File: src/rtl/tpd_pkg.sv
package tpd_pkg;

    typedef enum logic [1:0] {
        LVL_MID = 2'd0,
        LVL_LO  = 2'd1,
        LVL_HI  = 2'd2
    } lvl_t;

    typedef enum logic [1:0] {
        ST_OFF  = 2'b00,
        ST_LOW  = 2'b01,
        ST_HIGH = 2'b10
    } drv_state_t;

    function automatic int max_int(input int a, input int b);
        return (a > b) ? a : b;
    endfunction

endpackage

File: src/rtl/tpd_level_filter.sv
module tpd_level_filter
    import tpd_pkg::*;
#(
    parameter int HOLDOFF_CYC = 13
) (
    input  logic clk,
    input  logic rst_n,
    input  logic above_hi,
    input  logic below_lo,
    output lvl_t lvl,
    output logic mid_expired
);
    localparam int RUN_W = (HOLDOFF_CYC > 2) ? $clog2(HOLDOFF_CYC) : 1;
    localparam logic [RUN_W-1:0] RUN_LAST = RUN_W'(HOLDOFF_CYC - 1);

    logic [RUN_W-1:0] run_q;
    logic             is_mid;

    always_comb begin
        if (above_hi && !below_lo) begin
            lvl = LVL_HI;
        end else if (below_lo && !above_hi) begin
            lvl = LVL_LO;
        end else begin
            lvl = LVL_MID;
        end
    end

    assign is_mid      = (lvl == LVL_MID);
    assign mid_expired = is_mid && (run_q == RUN_LAST);

    // run_q counts mid samples seen before the current one, saturating
    always_ff @(posedge clk or negedge rst_n) begin
        if (!rst_n) begin
            run_q <= '0;
        end else if (!is_mid) begin
            run_q <= '0;
        end else if (run_q != RUN_LAST) begin
            run_q <= run_q + 1'b1;
        end
    end

    assert_run_bound_R3: assert property (@(posedge clk) disable iff (!rst_n)
        run_q <= RUN_LAST);

    assert_expire_only_mid_R1: assert property (@(posedge clk) disable iff (!rst_n)
        mid_expired |-> (above_hi == below_lo));

    assert_run_reset_R3: assert property (@(posedge clk) disable iff (!rst_n)
        (above_hi != below_lo) |=> (run_q == '0));

endmodule

File: src/rtl/tpd_en_delay.sv
module tpd_en_delay #(
    parameter int EN_DLY_CYC = 5
) (
    input  logic clk,
    input  logic rst_n,
    input  logic en_in,
    output logic en_eff
);
    generate
        if (EN_DLY_CYC == 0) begin : g_direct
            assign en_eff = en_in;
        end else begin : g_pipe
            logic [EN_DLY_CYC-1:0] pipe_q;
            if (EN_DLY_CYC == 1) begin : g_one
                always_ff @(posedge clk or negedge rst_n) begin
                    if (!rst_n) pipe_q <= '0;
                    else        pipe_q <= en_in;
                end
            end else begin : g_many
                always_ff @(posedge clk or negedge rst_n) begin
                    if (!rst_n) pipe_q <= '0;
                    else        pipe_q <= {pipe_q[EN_DLY_CYC-2:0], en_in};
                end
            end
            assign en_eff = pipe_q[EN_DLY_CYC-1];

            assert_first_stage_R6: assert property (@(posedge clk) disable iff (!rst_n)
                1'b1 |=> (pipe_q[0] == $past(en_in)));
        end
    endgenerate

endmodule

File: src/rtl/tpd_drive_fsm.sv
module tpd_drive_fsm
    import tpd_pkg::*;
#(
    parameter int MIN_ON_CYC  = 7,
    parameter int MIN_OFF_CYC = 8
) (
    input  logic       clk,
    input  logic       rst_n,
    input  lvl_t       lvl,
    input  logic       mid_expired,
    input  logic       en_eff,
    input  logic       lockout,
    output logic [1:0] cmd,
    output logic       hs_on,
    output logic       ls_on
);
    localparam int HOLD_MAX = max_int(max_int(MIN_ON_CYC, MIN_OFF_CYC), 2);
    localparam int HOLD_W   = $clog2(HOLD_MAX);
    localparam logic [HOLD_W-1:0] ON_LOAD  = HOLD_W'(MIN_ON_CYC  - 1);
    localparam logic [HOLD_W-1:0] OFF_LOAD = HOLD_W'(MIN_OFF_CYC - 1);

    drv_state_t        state_q, state_d;
    logic [HOLD_W-1:0] hold_q, hold_d;
    logic              force_off;

    assign force_off = lockout || !en_eff;

    always_comb begin
        state_d = state_q;
        hold_d  = hold_q;
        if (force_off) begin
            state_d = ST_OFF;
            hold_d  = '0;
        end else begin
            unique case (state_q)
                ST_OFF: begin
                    if (lvl == LVL_HI) begin
                        state_d = ST_HIGH;
                        hold_d  = ON_LOAD;
                    end else if (lvl == LVL_LO) begin
                        state_d = ST_LOW;
                        hold_d  = OFF_LOAD;
                    end
                end
                ST_HIGH: begin
                    if (mid_expired) begin
                        state_d = ST_OFF;
                        hold_d  = '0;
                    end else if (hold_q != '0) begin
                        hold_d = hold_q - 1'b1;
                    end else if (lvl == LVL_LO) begin
                        state_d = ST_LOW;
                        hold_d  = OFF_LOAD;
                    end
                end
                ST_LOW: begin
                    if (mid_expired) begin
                        state_d = ST_OFF;
                        hold_d  = '0;
                    end else if (hold_q != '0) begin
                        hold_d = hold_q - 1'b1;
                    end else if (lvl == LVL_HI) begin
                        state_d = ST_HIGH;
                        hold_d  = ON_LOAD;
                    end
                end
                default: begin
                    state_d = ST_OFF;
                    hold_d  = '0;
                end
            endcase
        end
    end

    always_ff @(posedge clk or negedge rst_n) begin
        if (!rst_n) begin
            state_q <= ST_OFF;
            hold_q  <= '0;
        end else begin
            state_q <= state_d;
            hold_q  <= hold_d;
        end
    end

    always_comb begin
        cmd   = 2'b00;
        hs_on = 1'b0;
        ls_on = 1'b0;
        unique case (state_q)
            ST_HIGH: begin
                cmd   = 2'b10;
                hs_on = 1'b1;
            end
            ST_LOW: begin
                cmd   = 2'b01;
                ls_on = 1'b1;
            end
            default: begin
                cmd = 2'b00;
            end
        endcase
    end

    assert_lockout_off_R7: assert property (@(posedge clk) disable iff (!rst_n)
        lockout |=> (state_q == ST_OFF));

    assert_enable_off_R6: assert property (@(posedge clk) disable iff (!rst_n)
        !en_eff |=> (state_q == ST_OFF));

    assert_min_on_R4: assert property (@(posedge clk) disable iff (!rst_n)
        (state_q == ST_HIGH && hold_q != '0 && !force_off && !mid_expired)
            |=> (state_q == ST_HIGH));

    assert_min_off_R5: assert property (@(posedge clk) disable iff (!rst_n)
        (state_q == ST_LOW && hold_q != '0 && !force_off && !mid_expired)
            |=> (state_q == ST_LOW));

    assert_tri_keep_R3: assert property (@(posedge clk) disable iff (!rst_n)
        (lvl == LVL_MID && !mid_expired && !force_off)
            |=> (state_q == $past(state_q)));

    assert_off_needs_level_R8: assert property (@(posedge clk) disable iff (!rst_n)
        (state_q == ST_OFF && lvl == LVL_MID) |=> (state_q == ST_OFF));

endmodule

File: src/rtl/tristate_pwm_decoder.sv
module tristate_pwm_decoder
    import tpd_pkg::*;
#(
    parameter int EN_DLY_CYC  = 5,
    parameter int MIN_ON_CYC  = 7,
    parameter int MIN_OFF_CYC = 8,
    parameter int HOLDOFF_CYC = 13
) (
    input  logic       clk,
    input  logic       rst_n,
    input  logic       above_hi,
    input  logic       below_lo,
    input  logic       enable,
    input  logic       lockout,
    output logic [1:0] cmd,
    output logic       hs_on,
    output logic       ls_on
);
    lvl_t lvl;
    logic mid_expired;
    logic en_eff;

    tpd_level_filter #(.HOLDOFF_CYC(HOLDOFF_CYC)) u_level (
        .clk         (clk),
        .rst_n       (rst_n),
        .above_hi    (above_hi),
        .below_lo    (below_lo),
        .lvl         (lvl),
        .mid_expired (mid_expired)
    );

    tpd_en_delay #(.EN_DLY_CYC(EN_DLY_CYC)) u_en (
        .clk    (clk),
        .rst_n  (rst_n),
        .en_in  (enable),
        .en_eff (en_eff)
    );

    tpd_drive_fsm #(
        .MIN_ON_CYC  (MIN_ON_CYC),
        .MIN_OFF_CYC (MIN_OFF_CYC)
    ) u_fsm (
        .clk         (clk),
        .rst_n       (rst_n),
        .lvl         (lvl),
        .mid_expired (mid_expired),
        .en_eff      (en_eff),
        .lockout     (lockout),
        .cmd         (cmd),
        .hs_on       (hs_on),
        .ls_on       (ls_on)
    );

    assert_gate_excl_R2: assert property (@(posedge clk) disable iff (!rst_n)
        !(hs_on && ls_on));

    assert_cmd_legal_R2: assert property (@(posedge clk) disable iff (!rst_n)
        cmd != 2'b11);

endmodule

File: config.mk
export PLATFORM = sky130hd
export DESIGN_NAME = tristate_pwm_decoder
export DESIGN_NICKNAME = d
export VERILOG_FILES = /design/src/rtl/tpd_pkg.sv /design/src/rtl/tpd_level_filter.sv /design/src/rtl/tpd_en_delay.sv /design/src/rtl/tpd_drive_fsm.sv /design/src/rtl/tristate_pwm_decoder.sv
export SDC_FILE = /design/constraint.sdc
export NUM_CORES = 1
export LEC_CHECK = 0
export BUFFER_PORTS_ARGS = -buffer_cell sky130_fd_sc_hd__clkbuf_2
export CAP_MARGIN = 20
export CORE_MARGIN = 3
export CORE_UTILIZATION = 29
export DETAILED_ROUTE_END_ITERATION = 6
export HOLD_SLACK_MARGIN = 0.12
export PLACE_DENSITY = 0.58
export SLEW_MARGIN = 0
export SYNTH_ARGS = -nofsm -noshare
export SYNTH_HDL_FRONTEND = slang
export SYNTH_SLANG_ARGS = --single-unit
export TNS_END_PERCENT = 20
File: constraint.sdc
create_clock -name clk -period 1.7 [get_ports clk]
set_clock_uncertainty 0.15 [all_clocks]
set_input_delay 0.17 -clock clk [delete_from_list [all_inputs] [get_ports clk]]
set_output_delay 0.17 -clock clk [all_outputs]
set_load 0.1 [all_outputs]
==> summary.md <==
| Metric | Value |
|---|---|
| Grt peak-use layer | met2 |
| MaxCap Viol Count | 0 |
| Final setup violation count | 0 |
| Sequential-to-total area share from yosys stat | 40.8% |
| Clock Tree Buf Depth | 2 |
| Post-Route Utilization | 45.5% |
| Reg2reg start | u_fsm.hold_q[1] |
| Area of the multi-input gates | 529 um2 |
| Hold Path Class | in2async |
| PD cells | 735 mW/mm2 |
| Root Buffer | clkbuf_4 |
| Net count, final | 130 |
| Number of antenna diodes | 0 |
| Final Cycle Share | 97.1% |
| Die Ht | 60.4 um |
| Final WL | 1900 um |
| CP endpoint kind | output pin |
| H-tree depth | 1 |
| Status | finished clean |
| Worst EP required | 1.38 ns |
| Synthesis-stage register bit count | 14 |
| Number of synthesis warnings | 0 |
| Clk_lat worst skew | 0.27 ns |
| P_leak | 0.592 nW |
| Tmin final | 1.65 ns |
| Global routing usage on met2 | 20.4% |
| Vias per inst | 5.19 |
| Vias | 768 |
| Worst slew pin tran | 0.343 ns |
| Yosys cell types | 38 |
| Vias in the first global route | 735 |
| Die footprint | 0.00365 mm2 |
| Post-route DRC | 0 |
| R2R Path End | u_fsm.hold_q[1] |
| Mapped Nets | 98 |
| Core ar. | 0.00278 mm2 |
| GP Congestion | 0.929 |
| Die width | 60.4 um |
| Initial Util | 30.9% |
| CP Launch Point | u_fsm.state_q[0] |
| FF-to-FF path depth | 7 |
| Final ANT Viol Nets | 0 |
| Flop2flop setup slack | 0.06 ns |
| Filler Cell Count | 267 |
| Slew Viols, Final | 0 |
| RSZ-0062 raised after global routing | true |
| Mean routed wirelength per cell | 12.9 um |
| Synthesized area per cell | 9.98 um2 |
| Startpoint types | flop |
| Met3 Use GR | 2.13% |
| Buffers added on ports | 9 |
| DP HPWL | 1380 um |
| Cell Area, Synth | 858 um2 |
| CTS tree | built |
| Row cnt | 19 |
| Crit Path Class | reg2out |
| Reg clk slew, reported paths | 0.09 ns |
| Gr ovfl total | 0 |
| Hold Violations, Final | 0 |
| Initial antenna violation count | 0 |
| CP arrival | 1.33 ns |
| Max Clock Freq | 0.606 GHz |
| Cells after Synth | 86 |
| Total GRT Usage | 11.7% |
| Max-slew headroom | 77.1% |
| Ports | 10 |
| Peak VDD IR | 0.692 mV |
| First-pass GRT wire length | 3250 um |
| Detailed-router iteration count before antenna repair | 4 |
| Layout cells sized above 1 | 47.0% |
| Area grow syn2layout | 47.5% |
| Number of CTS-inserted buffers | 3 |
| Largest net degree at the start of global routing | 15 |
| Sequential Area | 353 um2 |
| Iteration-0 DRC Markers | 3 |
| Tot Pwr | 0.000931 W |
| GR Util met1 | 14.2% |
| Clock Sink Count | 14 |
| Max FO, Critical Path | 5 |
sequential cells by signal, indices dropped and copies added, names as in the netlist:
name                flops
u_fsm.state_q           2
u_en.g_pipe.pipe_q      5
u_level.run_q           4
u_fsm.hold_q            3
metrics by stage:
stage | TNS, ns | std cells | instance area, um2 | worst slack (ns) | hold WS [ns]
2_1_floorplan | -0.397 | 86 | 877 | -0.103 | -0.276
3_3_place_gp | -0.00543 | 140 | 1120 | -0.00543 | -0.0605
3_5_place_dp | -0.0392 | 140 | 1120 | -0.0392 | -0.0583
4_1_cts | 0 | 148 | 1200 | 0.00881 | 0.164
5_1_grt | -0.0447 | 148 | 1270 | -0.0278 | 0.187
6_report | 0 | 148 | 1270 | 0.0489 | 0.164
worst max path at each step:
stage / end / slack [ns]
floorplan: u_fsm.hold_q[0] / -0.10
global placement: u_fsm.hold_q[0] / -0.005
detailed placement: u_fsm.hold_q[0] / -0.04
CTS: hs_on / 0.009
global route: u_fsm.hold_q[1] / -0.03
finish: cmd[1] / 0.05
cells in the mapped netlist:
cell	instances	area, um2
a211o_1	1	8.76
a211oi_1	1	7.51
a21boi_0	1	7.51
a21oi_1	5	25.0
a2bb2oi_1	1	8.76
a311oi_1	1	8.76
a31oi_1	1	6.26
a41o_1	1	10.0
and2b_2	1	8.76
and4_4	1	11.3
buf_2	1	5.00
buf_4	3	22.5
dfrtp_1	14	350
ha_1	6	75.1
inv_1	7	26.3
mux2i_1	1	10.0
nand2_1	5	18.8
nand2b_1	1	6.26
nand2b_4	1	13.8
nand3_1	4	20.0
nand3_2	1	10.0
nand4_1	1	6.26
nand4_4	1	21.3
nand4b_2	1	15.0
nor2_1	4	15.0
nor2_2	1	6.26
nor2b_1	4	25.0
nor2b_2	1	8.76
nor3_1	1	5.00
nor4_1	1	6.26
o2111ai_1	1	8.76
o211ai_1	1	7.51
o21ai_0	4	20.0
o22ai_1	1	6.26
o31ai_1	2	15.0
o32a_1	1	10.0
or3_1	2	12.5
xor2_1	1	8.76
power by group:
group	internal, W	leakage (nW)	switching [W]	total (W)
Combinational	0.000152	0.395	0.000161	0.000313
Clock	0.000130	0.0210	0.000108	0.000239
Sequential	0.000358	0.176	0.0000219	0.000379
Total	0.000640	0.592	0.000291	0.000931
layer usage:
metal	routed length, um	share of wire [%]	up-vias
met5	0	0	-
met4	68	3.6	0
met3	107	5.6	9
met2	1030	54	22
met1	697	37	363
li1	-	-	374
area by class of cell:
cell class	count	area share [%]
repair buffers	31	22.3
well taps	31	3.06
inverters	7	2.08
clock buffers	4	2.87
flip-flops and latches	14	27.9
multi-input cells	61	41.8
worst max-delay path, stage by stage, from the launching register on:
cell and delay (ns):
dfrtp_2 0.47, buf_4 0.17, nor2b_4 0.13, buf_6 0.12, buf_12 0.16
placed cells by master, fill, tap and decap left out, drive strengths merged, types with 2 or more instances in the layout:
cell         synthesis  routed
a21oi                5       5
buf                  4      24
clkbuf               0       9
dfrtp               14      14
dlygate4sd3          0       2
ha                   6       6
inv                  7       7
nand2                5       5
nand2b               2       2
nand3                5       5
nand4                2       2
nor2                 5       5
nor2b                5       5
o21ai                4       4
o31ai                2       2
or3                  2       2
cell families after synthesis:
group / share of synthesized area, %
simple gates: 24.5
compound gates: 17.5
flops: 40.8
buf+inv: 6.27
fa+ha+maj: 8.75
xor+xnor: 1.02
mux: 1.17
timing repair:
item	CTS	global route
hold buffers	2	0
endpoints found under the setup margin	4	7
pin swaps	0	1
buffers inserted	2	0
gates resized for setup	3	16
endpoints found under the hold margin	15	0
Power figures use the tool's default switching activity.
